===== src/rtl/nib_dram_pkg.sv =====
package nib_dram_pkg;

    localparam int NIB_W  = 4;
    localparam int BYTE_W = 2 * NIB_W;
    localparam int WORD_W = 2 * BYTE_W;

    typedef enum logic [1:0] {
        OP_RD_BYTE = 2'b00,
        OP_WR_BYTE = 2'b01,
        OP_RD_WORD = 2'b10,
        OP_WR_WORD = 2'b11
    } op_e;

    typedef enum logic [2:0] {
        ST_IDLE,
        ST_ROW,
        ST_RAS,
        ST_COL,
        ST_CAS,
        ST_PRE
    } st_e;

    typedef struct packed {
        logic is_wr;
        logic is_word;
        logic inc;
    } opinfo_t;

    typedef struct packed {
        logic ras_n;
        logic cas_n;
        logic oe_n;
        logic we_n;
        logic dq_oe;
    } strobe_t;

    localparam strobe_t STROBE_IDLE = '{ras_n: 1'b1, cas_n: 1'b1, oe_n: 1'b1,
                                        we_n: 1'b1, dq_oe: 1'b0};

    function automatic opinfo_t decode_op(input logic [1:0] op, input logic inc);
        opinfo_t r;
        r.is_wr   = op[0];
        r.is_word = op[1];
        r.inc     = inc;
        return r;
    endfunction

    // 1 selects the high-nibble location. Reads fetch high first,
    // writes store low first.
    function automatic logic hi_nib_sel(input logic is_wr, input logic nib_idx);
        return is_wr ? nib_idx : ~nib_idx;
    endfunction

endpackage


===== src/rtl/nib_dram_seq.sv =====
module nib_dram_seq
    import nib_dram_pkg::*;
#(
    parameter int WAIT_CYC = 2,
    parameter int PRE_CYC  = 2
) (
    input  logic    clk,
    input  logic    rst,
    input  logic    start,
    input  opinfo_t op_in,
    output st_e     st,
    output opinfo_t op,
    output logic    nib,
    output logic    byte_idx,
    output logic    sample,
    output logic    byte_end,
    output logic    done,
    output logic    ready
);
    localparam int CNT_MAX = (WAIT_CYC > PRE_CYC) ? WAIT_CYC : PRE_CYC;
    localparam int CNT_W   = $clog2(CNT_MAX + 1);
    localparam logic [CNT_W-1:0] WAIT_LAST = CNT_W'(WAIT_CYC - 1);
    localparam logic [CNT_W-1:0] PRE_LAST  = CNT_W'(PRE_CYC - 1);

    st_e              st_q;
    logic [CNT_W-1:0] cnt;
    logic             wait_end;
    logic             pre_end;
    logic             last_byte;

    assign st        = st_q;
    assign wait_end  = (st_q == ST_CAS) && (cnt == WAIT_LAST);
    assign pre_end   = (st_q == ST_PRE) && (cnt == PRE_LAST);
    assign last_byte = !op.is_word || byte_idx;
    assign sample    = wait_end && !op.is_wr;
    assign byte_end  = pre_end;
    assign ready     = (st_q == ST_IDLE);

    always_ff @(posedge clk) begin
        if (rst) begin
            st_q     <= ST_IDLE;
            cnt      <= '0;
            nib      <= 1'b0;
            byte_idx <= 1'b0;
            op       <= '0;
            done     <= 1'b0;
        end else begin
            done <= 1'b0;
            case (st_q)
                ST_IDLE: begin
                    if (start) begin
                        op       <= op_in;
                        byte_idx <= 1'b0;
                        nib      <= 1'b0;
                        st_q     <= ST_ROW;
                    end
                end
                ST_ROW: st_q <= ST_RAS;
                ST_RAS: st_q <= ST_COL;
                ST_COL: begin
                    cnt  <= '0;
                    st_q <= ST_CAS;
                end
                ST_CAS: begin
                    if (wait_end) begin
                        cnt <= '0;
                        if (!nib) begin
                            nib  <= 1'b1;
                            st_q <= ST_COL;
                        end else begin
                            nib  <= 1'b0;
                            st_q <= ST_PRE;
                        end
                    end else begin
                        cnt <= cnt + 1'b1;
                    end
                end
                ST_PRE: begin
                    if (pre_end) begin
                        cnt <= '0;
                        if (last_byte) begin
                            st_q <= ST_IDLE;
                            done <= 1'b1;
                        end else begin
                            byte_idx <= 1'b1;
                            st_q     <= ST_ROW;
                        end
                    end else begin
                        cnt <= cnt + 1'b1;
                    end
                end
                default: st_q <= ST_IDLE;
            endcase
        end
    end

    assert_done_ready_R2: assert property (@(posedge clk) disable iff (rst)
        done |-> ready);
    assert_done_pulse_R2: assert property (@(posedge clk) disable iff (rst)
        done |=> !done);
    assert_wait_bound_R4: assert property (@(posedge clk) disable iff (rst)
        (st_q == ST_CAS) |-> (cnt <= WAIT_LAST));
    assert_pre_bound_R6: assert property (@(posedge clk) disable iff (rst)
        (st_q == ST_PRE) |-> (cnt <= PRE_LAST));

endmodule


===== src/rtl/nib_dram_addr.sv =====
module nib_dram_addr
    import nib_dram_pkg::*;
#(
    parameter int ADDR_W = 16,
    localparam int HALF  = ADDR_W / 2,
    localparam int MA_W  = HALF + 1
) (
    input  logic              clk,
    input  logic              rst,
    input  logic              load,
    input  logic [ADDR_W-1:0] addr_in,
    input  logic              advance,
    input  st_e               st,
    input  logic              hi_sel,
    output logic [ADDR_W-1:0] cur_addr,
    output logic [MA_W-1:0]   ma
);
    logic row_phase;

    assign row_phase = (st == ST_IDLE) || (st == ST_ROW) || (st == ST_RAS);

    always_ff @(posedge clk) begin
        if (rst) begin
            cur_addr <= '0;
        end else if (load) begin
            cur_addr <= addr_in;
        end else if (advance) begin
            cur_addr <= cur_addr + 1'b1;
        end
    end

    always_comb begin
        if (row_phase) begin
            ma = {1'b0, cur_addr[ADDR_W-1 -: HALF]};
        end else begin
            ma = {hi_sel, cur_addr[HALF-1:0]};
        end
    end

    assert_step_one_R10: assert property (@(posedge clk) disable iff (rst)
        (advance && !load) |=> (cur_addr == $past(cur_addr) + 1'b1));

endmodule


===== src/rtl/nib_dram_data.sv =====
module nib_dram_data
    import nib_dram_pkg::*;
(
    input  logic              clk,
    input  logic              rst,
    input  logic              start,
    input  logic [WORD_W-1:0] wdata,
    input  logic              sample,
    input  logic              byte_idx,
    input  logic              hi_sel,
    input  logic [NIB_W-1:0]  dq_i,
    output logic [NIB_W-1:0]  dq_o,
    output logic [WORD_W-1:0] rd_data
);
    logic [WORD_W-1:0] wq;
    logic [BYTE_W-1:0] wbyte;
    logic [1:0]        pos;

    assign wbyte = byte_idx ? wq[WORD_W-1 -: BYTE_W] : wq[BYTE_W-1:0];
    assign dq_o  = hi_sel ? wbyte[BYTE_W-1 -: NIB_W] : wbyte[NIB_W-1:0];
    assign pos   = {byte_idx, hi_sel};

    always_ff @(posedge clk) begin
        if (rst) begin
            wq      <= '0;
            rd_data <= '0;
        end else if (start) begin
            wq      <= wdata;
            rd_data <= '0;
        end else if (sample) begin
            rd_data[pos*NIB_W +: NIB_W] <= dq_i;
        end
    end

    assert_start_clears_R8: assert property (@(posedge clk) disable iff (rst)
        start |=> (rd_data == '0));

endmodule


===== src/rtl/nib_dram_ctrl.sv =====
module nib_dram_ctrl
    import nib_dram_pkg::*;
#(
    parameter int ADDR_W   = 16,
    parameter int WAIT_CYC = 2,
    parameter int PRE_CYC  = 2,
    localparam int MA_W    = ADDR_W / 2 + 1
) (
    input  logic              clk,
    input  logic              rst,
    input  logic              req_valid,
    output logic              req_ready,
    input  logic [1:0]        req_op,
    input  logic              req_inc,
    input  logic [ADDR_W-1:0] req_addr,
    input  logic [WORD_W-1:0] req_wdata,
    output logic              done,
    output logic [WORD_W-1:0] rd_data,
    output logic [ADDR_W-1:0] next_addr,
    output logic              dr_ras_n,
    output logic              dr_cas_n,
    output logic              dr_oe_n,
    output logic              dr_we_n,
    output logic [MA_W-1:0]   dr_ma,
    output logic [NIB_W-1:0]  dr_dq_o,
    output logic              dr_dq_oe,
    input  logic [NIB_W-1:0]  dr_dq_i
);
    st_e     st;
    opinfo_t op;
    logic    nib;
    logic    byte_idx;
    logic    sample;
    logic    byte_end;
    logic    start;
    logic    hi_sel;
    logic    col_phase;
    strobe_t strb;

    assign start  = req_valid && req_ready;
    assign hi_sel = hi_nib_sel(op.is_wr, nib);

    nib_dram_seq #(
        .WAIT_CYC (WAIT_CYC),
        .PRE_CYC  (PRE_CYC)
    ) seq_i (
        .clk      (clk),
        .rst      (rst),
        .start    (start),
        .op_in    (decode_op(req_op, req_inc)),
        .st       (st),
        .op       (op),
        .nib      (nib),
        .byte_idx (byte_idx),
        .sample   (sample),
        .byte_end (byte_end),
        .done     (done),
        .ready    (req_ready)
    );

    nib_dram_addr #(
        .ADDR_W (ADDR_W)
    ) addr_i (
        .clk      (clk),
        .rst      (rst),
        .load     (start),
        .addr_in  (req_addr),
        .advance  (byte_end && (op.is_word || op.inc)),
        .st       (st),
        .hi_sel   (hi_sel),
        .cur_addr (next_addr),
        .ma       (dr_ma)
    );

    nib_dram_data data_i (
        .clk      (clk),
        .rst      (rst),
        .start    (start),
        .wdata    (req_wdata),
        .sample   (sample),
        .byte_idx (byte_idx),
        .hi_sel   (hi_sel),
        .dq_i     (dr_dq_i),
        .dq_o     (dr_dq_o),
        .rd_data  (rd_data)
    );

    assign col_phase = (st == ST_COL) || (st == ST_CAS);

    always_comb begin
        strb = STROBE_IDLE;
        if ((st == ST_RAS) || col_phase) begin
            strb.ras_n = 1'b0;
        end
        if (st == ST_CAS) begin
            strb.cas_n = 1'b0;
        end
        if (col_phase) begin
            if (op.is_wr) begin
                strb.we_n  = 1'b0;
                strb.dq_oe = 1'b1;
            end else begin
                strb.oe_n = 1'b0;
            end
        end
    end

    assign dr_ras_n = strb.ras_n;
    assign dr_cas_n = strb.cas_n;
    assign dr_oe_n  = strb.oe_n;
    assign dr_we_n  = strb.we_n;
    assign dr_dq_oe = strb.dq_oe;

    assert_cas_in_ras_R3: assert property (@(posedge clk) disable iff (rst)
        !dr_cas_n |-> !dr_ras_n);
    assert_row_setup_R3: assert property (@(posedge clk) disable iff (rst)
        $fell(dr_ras_n) |-> $stable(dr_ma));
    assert_col_hold_R3: assert property (@(posedge clk) disable iff (rst)
        (!dr_cas_n && $past(!dr_cas_n)) |-> $stable(dr_ma));
    assert_sample_window_R4: assert property (@(posedge clk) disable iff (rst)
        sample |-> (!dr_cas_n && !dr_oe_n && dr_we_n));
    assert_we_oe_excl_R5: assert property (@(posedge clk) disable iff (rst)
        !(!dr_we_n && !dr_oe_n));
    assert_release_R6: assert property (@(posedge clk) disable iff (rst)
        $rose(dr_ras_n) |-> (dr_cas_n && dr_oe_n && dr_we_n && !dr_dq_oe));
    assert_no_fight_R7: assert property (@(posedge clk) disable iff (rst)
        !dr_oe_n |-> !dr_dq_oe);
    assert_bus_gap_R7: assert property (@(posedge clk) disable iff (rst)
        $fell(dr_oe_n) |-> !$past(dr_dq_oe));
    assert_busy_R2: assert property (@(posedge clk) disable iff (rst)
        !dr_ras_n |-> !req_ready);

endmodule


===== config.mk =====
export PLATFORM = sky130hd
export DESIGN_NAME = nib_dram_ctrl
export DESIGN_NICKNAME = d
export VERILOG_FILES = /design/src/rtl/nib_dram_pkg.sv /design/src/rtl/nib_dram_seq.sv /design/src/rtl/nib_dram_addr.sv /design/src/rtl/nib_dram_data.sv /design/src/rtl/nib_dram_ctrl.sv
export SDC_FILE = /design/constraint.sdc
export NUM_CORES = 1
export LEC_CHECK = 0
export ABC_AREA = 0
export BUFFER_PORTS_ARGS = -buffer_cell sky130_fd_sc_hd__buf_2
export CORE_UTILIZATION = 44
export DETAILED_ROUTE_END_ITERATION = 8
export GPL_ROUTABILITY_DRIVEN = 0
export PLACE_DENSITY_LB_ADDON = 0.3
export SYNTH_ARGS = -nofsm -noshare
export SYNTH_HDL_FRONTEND = slang
export SYNTH_HIERARCHICAL = 1
export SYNTH_SLANG_ARGS = --single-unit

===== constraint.sdc =====
create_clock -name clk -period 2.9 [get_ports clk]
set_input_delay 0.58 -clock clk [delete_from_list [all_inputs] [get_ports clk]]
set_output_delay 0.58 -clock clk [all_outputs]
set_load 0.05 [all_outputs]

==> metrics.txt <==
# TYPE chip_impl_metric gauge
chip_impl_metric{name="area.sequential",unit="um^2"} 1181
chip_impl_metric{name="grt_util_met1",unit=""} 0.2526
chip_impl_metric{name="crit_arrival",unit="ns"} 1.97
chip_impl_metric{name="met2_usage_in_global_routing",unit=""} 0.3237
chip_impl_metric{name="synth-async-reset-ratio",unit=""} 0
chip_impl_metric{name="drive_above_1_share",unit=""} 0.3690
chip_impl_metric{name="synth_area_per_cell",unit="um^2"} 9.447
chip_impl_metric{name="finClkSkew",unit="ns"} 0.01041
chip_impl_info{name="cts_root_buffer",value="sky130_fd_sc_hd__clkbuf_8"} 1
chip_impl_metric{name="cellPowerDensity",unit="nW/um^2"} 657.3
chip_impl_metric{name="final_core_utilization",unit=""} 0.5765
chip_impl_metric{name="initial_standard_cell_utilization_of_the_core",unit=""} 0.4651
chip_impl_metric{name="drt-vias-per-instance",unit=""} 5.314
chip_impl_metric{name="combPwrFrac",unit=""} 0.298
chip_impl_metric{name="synthDistinctLibCells",unit=""} 49
chip_impl_metric{name="setup-violations-final",unit=""} 0
chip_impl_info{name="category_of_cells_accounting_for_the_largest_share_of_critical_path_delay",value="compound AO/OA/AOI/OAI gates"} 1
chip_impl_info{name="busiest_layer",value="met2"} 1
chip_impl_metric{name="power_share_of_the_clock_group",unit=""} 0.308
chip_impl_info{name="type_of_the_worst_setup_path",value="reg2out"} 1
chip_impl_metric{name="global_route_wire_length_before_repair",unit="um"} 11150
chip_impl_metric{name="aggregate_global_routing_overflow",unit=""} 0
chip_impl_info{name="setup.worst_path.end_class",value="output pin"} 1
chip_impl_metric{name="crit_buf_inv",unit=""} 1
chip_impl_metric{name="dpl.hpwl",unit="um"} 4866
chip_impl_info{name="worst_hold_path_type",value="reg2reg"} 1
chip_impl_metric{name="finish.net_count",unit=""} 463
chip_impl_metric{name="insertedDiodeCount",unit=""} 0
chip_impl_metric{name="max_cap_viols",unit=""} 0
chip_impl_info{name="rsz_0062_raised_after_global_routing",value="no"} 1
chip_impl_metric{name="max_freq",unit="MHz"} 392.3
chip_impl_metric{name="sw_share",unit=""} 0.3704
chip_impl_info{name="run_status",value="finished, violations left"} 1
chip_impl_metric{name="finalCritPeriodShare",unit=""} 0.8791
chip_impl_metric{name="cellLeakagePower",unit="nW"} 1.554
chip_impl_metric{name="max-slew-margin-rel",unit=""} 0.5922
chip_impl_metric{name="worst-slew-pin-transition",unit="ns"} 0.6117
chip_impl_metric{name="placementRows",unit=""} 29
chip_impl_metric{name="cp.required",unit="ns"} 2.32
chip_impl_metric{name="grt_antenna_before_repair",unit=""} 0
chip_impl_metric{name="r2r_cells",unit=""} 6
chip_impl_metric{name="vias",unit=""} 2641
chip_impl_metric{name="initial_drt_pass_iterations",unit=""} 6
chip_impl_info{name="violations_in_the_final_reports",value="design-rule violations"} 1
chip_impl_metric{name="groute.layer.met3.usage",unit=""} 0.04326
chip_impl_metric{name="areaGrowthSynthToFinish",unit="%"} 23.95
chip_impl_metric{name="min_period",unit="ns"} 2.549
chip_impl_metric{name="multi_input_area",unit="um^2"} 1692
chip_impl_info{name="synth_ff_type",value="sky130_fd_sc_hd__dfxtp_1"} 1
chip_impl_metric{name="maximum_number_of_pins_on_one_net_before_global_route_repair",unit=""} 24
chip_impl_metric{name="die_w",unit="um"} 84.63
chip_impl_metric{name="fin_tns_setup",unit="ns"} 0
chip_impl_metric{name="part_of_the_total_power_dissipated_in_sequential_elements",unit=""} 0.394
chip_impl_info{name="layout_common_cells",value="sky130_fd_sc_hd__buf_2, sky130_fd_sc_hd__dfxtp_1, sky130_fd_sc_hd__nor2_1"} 1
chip_impl_metric{name="timing.critical_path.fanout_max",unit=""} 11
chip_impl_metric{name="grtUsageTotal",unit=""} 0.1970
chip_impl_metric{name="ys_seq_area_frac",unit=""} 0.3932
chip_impl_metric{name="die_h",unit="um"} 84.63
chip_impl_metric{name="worstSkewPairLatency",unit="ns"} 0.34
chip_impl_metric{name="max_vdd_drop",unit="V"} 0.0003335
chip_impl_info{name="worstSetupStartpointType",value="flip-flop"} 1
chip_impl_metric{name="power.net_switching",unit="W"} 0.0009066
chip_impl_metric{name="clkTransAtPathRegs",unit="ns"} 0.07
chip_impl_metric{name="synthCells",unit=""} 318
chip_impl_metric{name="cts-root-to-sink-buffers",unit=""} 2
chip_impl_metric{name="die-area",unit="um^2"} 7162
chip_impl_metric{name="cts_buffers",unit=""} 9
chip_impl_metric{name="hold_viol",unit=""} 0
chip_impl_metric{name="drt_drc_violations_left",unit=""} 6
chip_impl_metric{name="maxSlewViolCount",unit=""} 0
chip_impl_metric{name="number_of_global_route_vias_before_repair",unit=""} 2453
chip_impl_metric{name="intPower",unit="W"} 0.001541
chip_impl_metric{name="min_path_cells",unit=""} 2
chip_impl_metric{name="worst-path-stages",unit=""} 3
chip_impl_info{name="layout_commonest_cell",value="sky130_fd_sc_hd__buf_2"} 1
chip_impl_metric{name="h_tree_levels",unit=""} 3
chip_impl_metric{name="syn_area",unit="um^2"} 3004
chip_impl_metric{name="synth_warnings",unit=""} 6
chip_impl_info{name="critical_path_cell_by_cell",value="a21oi_2, mux2_2, buf_2"} 1
chip_impl_metric{name="totalPowerFinal",unit="W"} 0.002447
chip_impl_metric{name="core_area",unit="um^2"} 6459
chip_impl_metric{name="route.detailed.wl_per_inst",unit="um"} 13.75
chip_impl_metric{name="synth_enable_flop_cells",unit=""} 0
chip_impl_metric{name="drt_first_iter_violations",unit=""} 90
chip_impl_metric{name="ys_seq_elements",unit=""} 59
chip_impl_metric{name="fill_cells",unit=""} 599
chip_impl_metric{name="floorplan.io_pins",unit=""} 94
chip_impl_metric{name="detail-route-antenna-nets",unit=""} 0
chip_impl_metric{name="buffer_ports.inserted",unit=""} 93
chip_impl_metric{name="cts.sink_count",unit=""} 59
chip_impl_metric{name="routed_wl",unit="um"} 6836
chip_impl_info{name="cts_tree",value="yes"} 1
chip_impl_metric{name="synthesis.nets",unit=""} 366
chip_impl_metric{name="slowest_delay",unit="ns"} 0.57
chip_impl_info{name="critical-path-slowest-cell",value="sky130_fd_sc_hd__a21oi_2"} 1
## metal layers
| layer | wire [um] | vias up | part of all wire |
|---|---|---|---|
| met5 | 0 | - | 0 |
| met4 | 42 | 0 | 0.0061 |
| li1 | - | 1335 | - |
| met3 | 426 | 6 | 0.062 |
| met1 | 3105 | 1215 | 0.45 |
| met2 | 3262 | 85 | 0.48 |
## metrics by stage
stage / cell area, um^2 / worst slack [ns] / std cells / hold slack (ns)
final: 3724 / 0.3507 / 497 / 0.4523
after global routing: 3724 / 0.2363 / 497 / 0.4792
after CTS: 3712 / 0.05802 / 497 / 0.4578
after detailed placement: 3510 / 0.3763 / 481 / 0.4478
after global placement: 3510 / 0.4639 / 481 / 0.4415
after floorplan: 3009 / 0.3341 / 318 / 0.4514
## layout make-up
cell class              instances  share of cell area
well taps                      77             0.02587
flip-flops and latches         59              0.3172
clock inverters                 6             0.01747
inverters                       9            0.009073
clock buffers                  10             0.03696
repair buffers                100              0.1391
multi-input cells             236              0.4543
## worst paths after layout
path | from | endpoint | slack, ns
worst max-delay path | seq_i/st[1] | dr_ma[2] | 0.35
worst min-delay path | data_i/rd_data[3] | data_i/rd_data[3] | 0.45
worst max register to register | seq_i/st[2] | addr_i/cur_addr[7] | 0.47
worst min register to register | data_i/rd_data[3] | data_i/rd_data[3] | 0.45
## registers in the layout (all words and copies together), names as in the netlist
name / count
addr_i/cur_addr: 16
data_i/rd_data: 16
data_i/wq: 16
seq_i/byte_idx: 1
seq_i/cnt: 2
seq_i/done: 1
seq_i/nib: 1
seq_i/op: 3
seq_i/st: 3
## worst min-delay path, cell delays in order, from the launching register on
cell and delay, ns:
sky130_fd_sc_hd__dfxtp_1 0.31, sky130_fd_sc_hd__nand2_1 0.05, sky130_fd_sc_hd__a21oi_1 0.05
## synthesized netlist by cell type, types with 2 or more instances
master / instances / area share
sky130_fd_sc_hd__nor2b_1: 6 / 0.012
sky130_fd_sc_hd__a211oi_1: 8 / 0.020
sky130_fd_sc_hd__inv_1: 8 / 0.010
sky130_fd_sc_hd__and2_1: 3 / 0.0062
sky130_fd_sc_hd__buf_6: 7 / 0.026
sky130_fd_sc_hd__nand3_1: 3 / 0.0050
sky130_fd_sc_hd__nand2_1: 34 / 0.042
sky130_fd_sc_hd__ha_1: 6 / 0.025
sky130_fd_sc_hd__mux4_2: 3 / 0.022
sky130_fd_sc_hd__dfxtp_1: 59 / 0.39
sky130_fd_sc_hd__nor2_1: 37 / 0.046
sky130_fd_sc_hd__a21oi_2: 10 / 0.029
sky130_fd_sc_hd__nor3_1: 7 / 0.012
sky130_fd_sc_hd__nor4_1: 5 / 0.010
sky130_fd_sc_hd__mux2i_1: 20 / 0.067
sky130_fd_sc_hd__o21bai_1: 2 / 0.0050
sky130_fd_sc_hd__a21oi_1: 15 / 0.025
sky130_fd_sc_hd__buf_2: 4 / 0.0067
sky130_fd_sc_hd__mux2_2: 7 / 0.026
sky130_fd_sc_hd__xnor2_1: 12 / 0.035
sky130_fd_sc_hd__clkbuf_1: 2 / 0.0025
sky130_fd_sc_hd__o21ai_0: 7 / 0.012
sky130_fd_sc_hd__o21a_1: 3 / 0.0075
sky130_fd_sc_hd__nand4_1: 19 / 0.040
sky130_fd_sc_hd__and2b_4: 2 / 0.0067
sky130_fd_sc_hd__a311oi_1: 3 / 0.0087
sky130_fd_sc_hd__and3b_2: 2 / 0.0067
sky130_fd_sc_hd__or3_1: 3 / 0.0062
## what timing repair did
item	in CTS	in global routing
resized for setup	0	2
setup buffers	0	0
setup endpoints to repair	0	11
hold buffers	0	0
## logic make-up after synthesis
kind of cell / after synthesis / synth area share
AO/OA/AOI/OAI: 51 / 0.1170
XOR/XNOR: 13 / 0.03790
adder cells (fa/ha/maj): 6 / 0.02499
buffers and inverters: 23 / 0.04915
flip-flops: 59 / 0.3932
multiplexers: 32 / 0.1291
AND/OR/NAND/NOR: 134 / 0.2486
## power by group through the flow
stage / Clock [W] / Sequential, W / Combinational, W
floorplan: 0 / 0.00108 / 0.000481
global placement: 0 / 0.000976 / 0.000721
detailed placement: 0 / 0.000979 / 0.000729
CTS: 0.000770 / 0.000962 / 0.000732
global route: 0.000811 / 0.000976 / 0.000779
finish: 0.000754 / 0.000964 / 0.000729
Power figures use the tool's default switching activity.
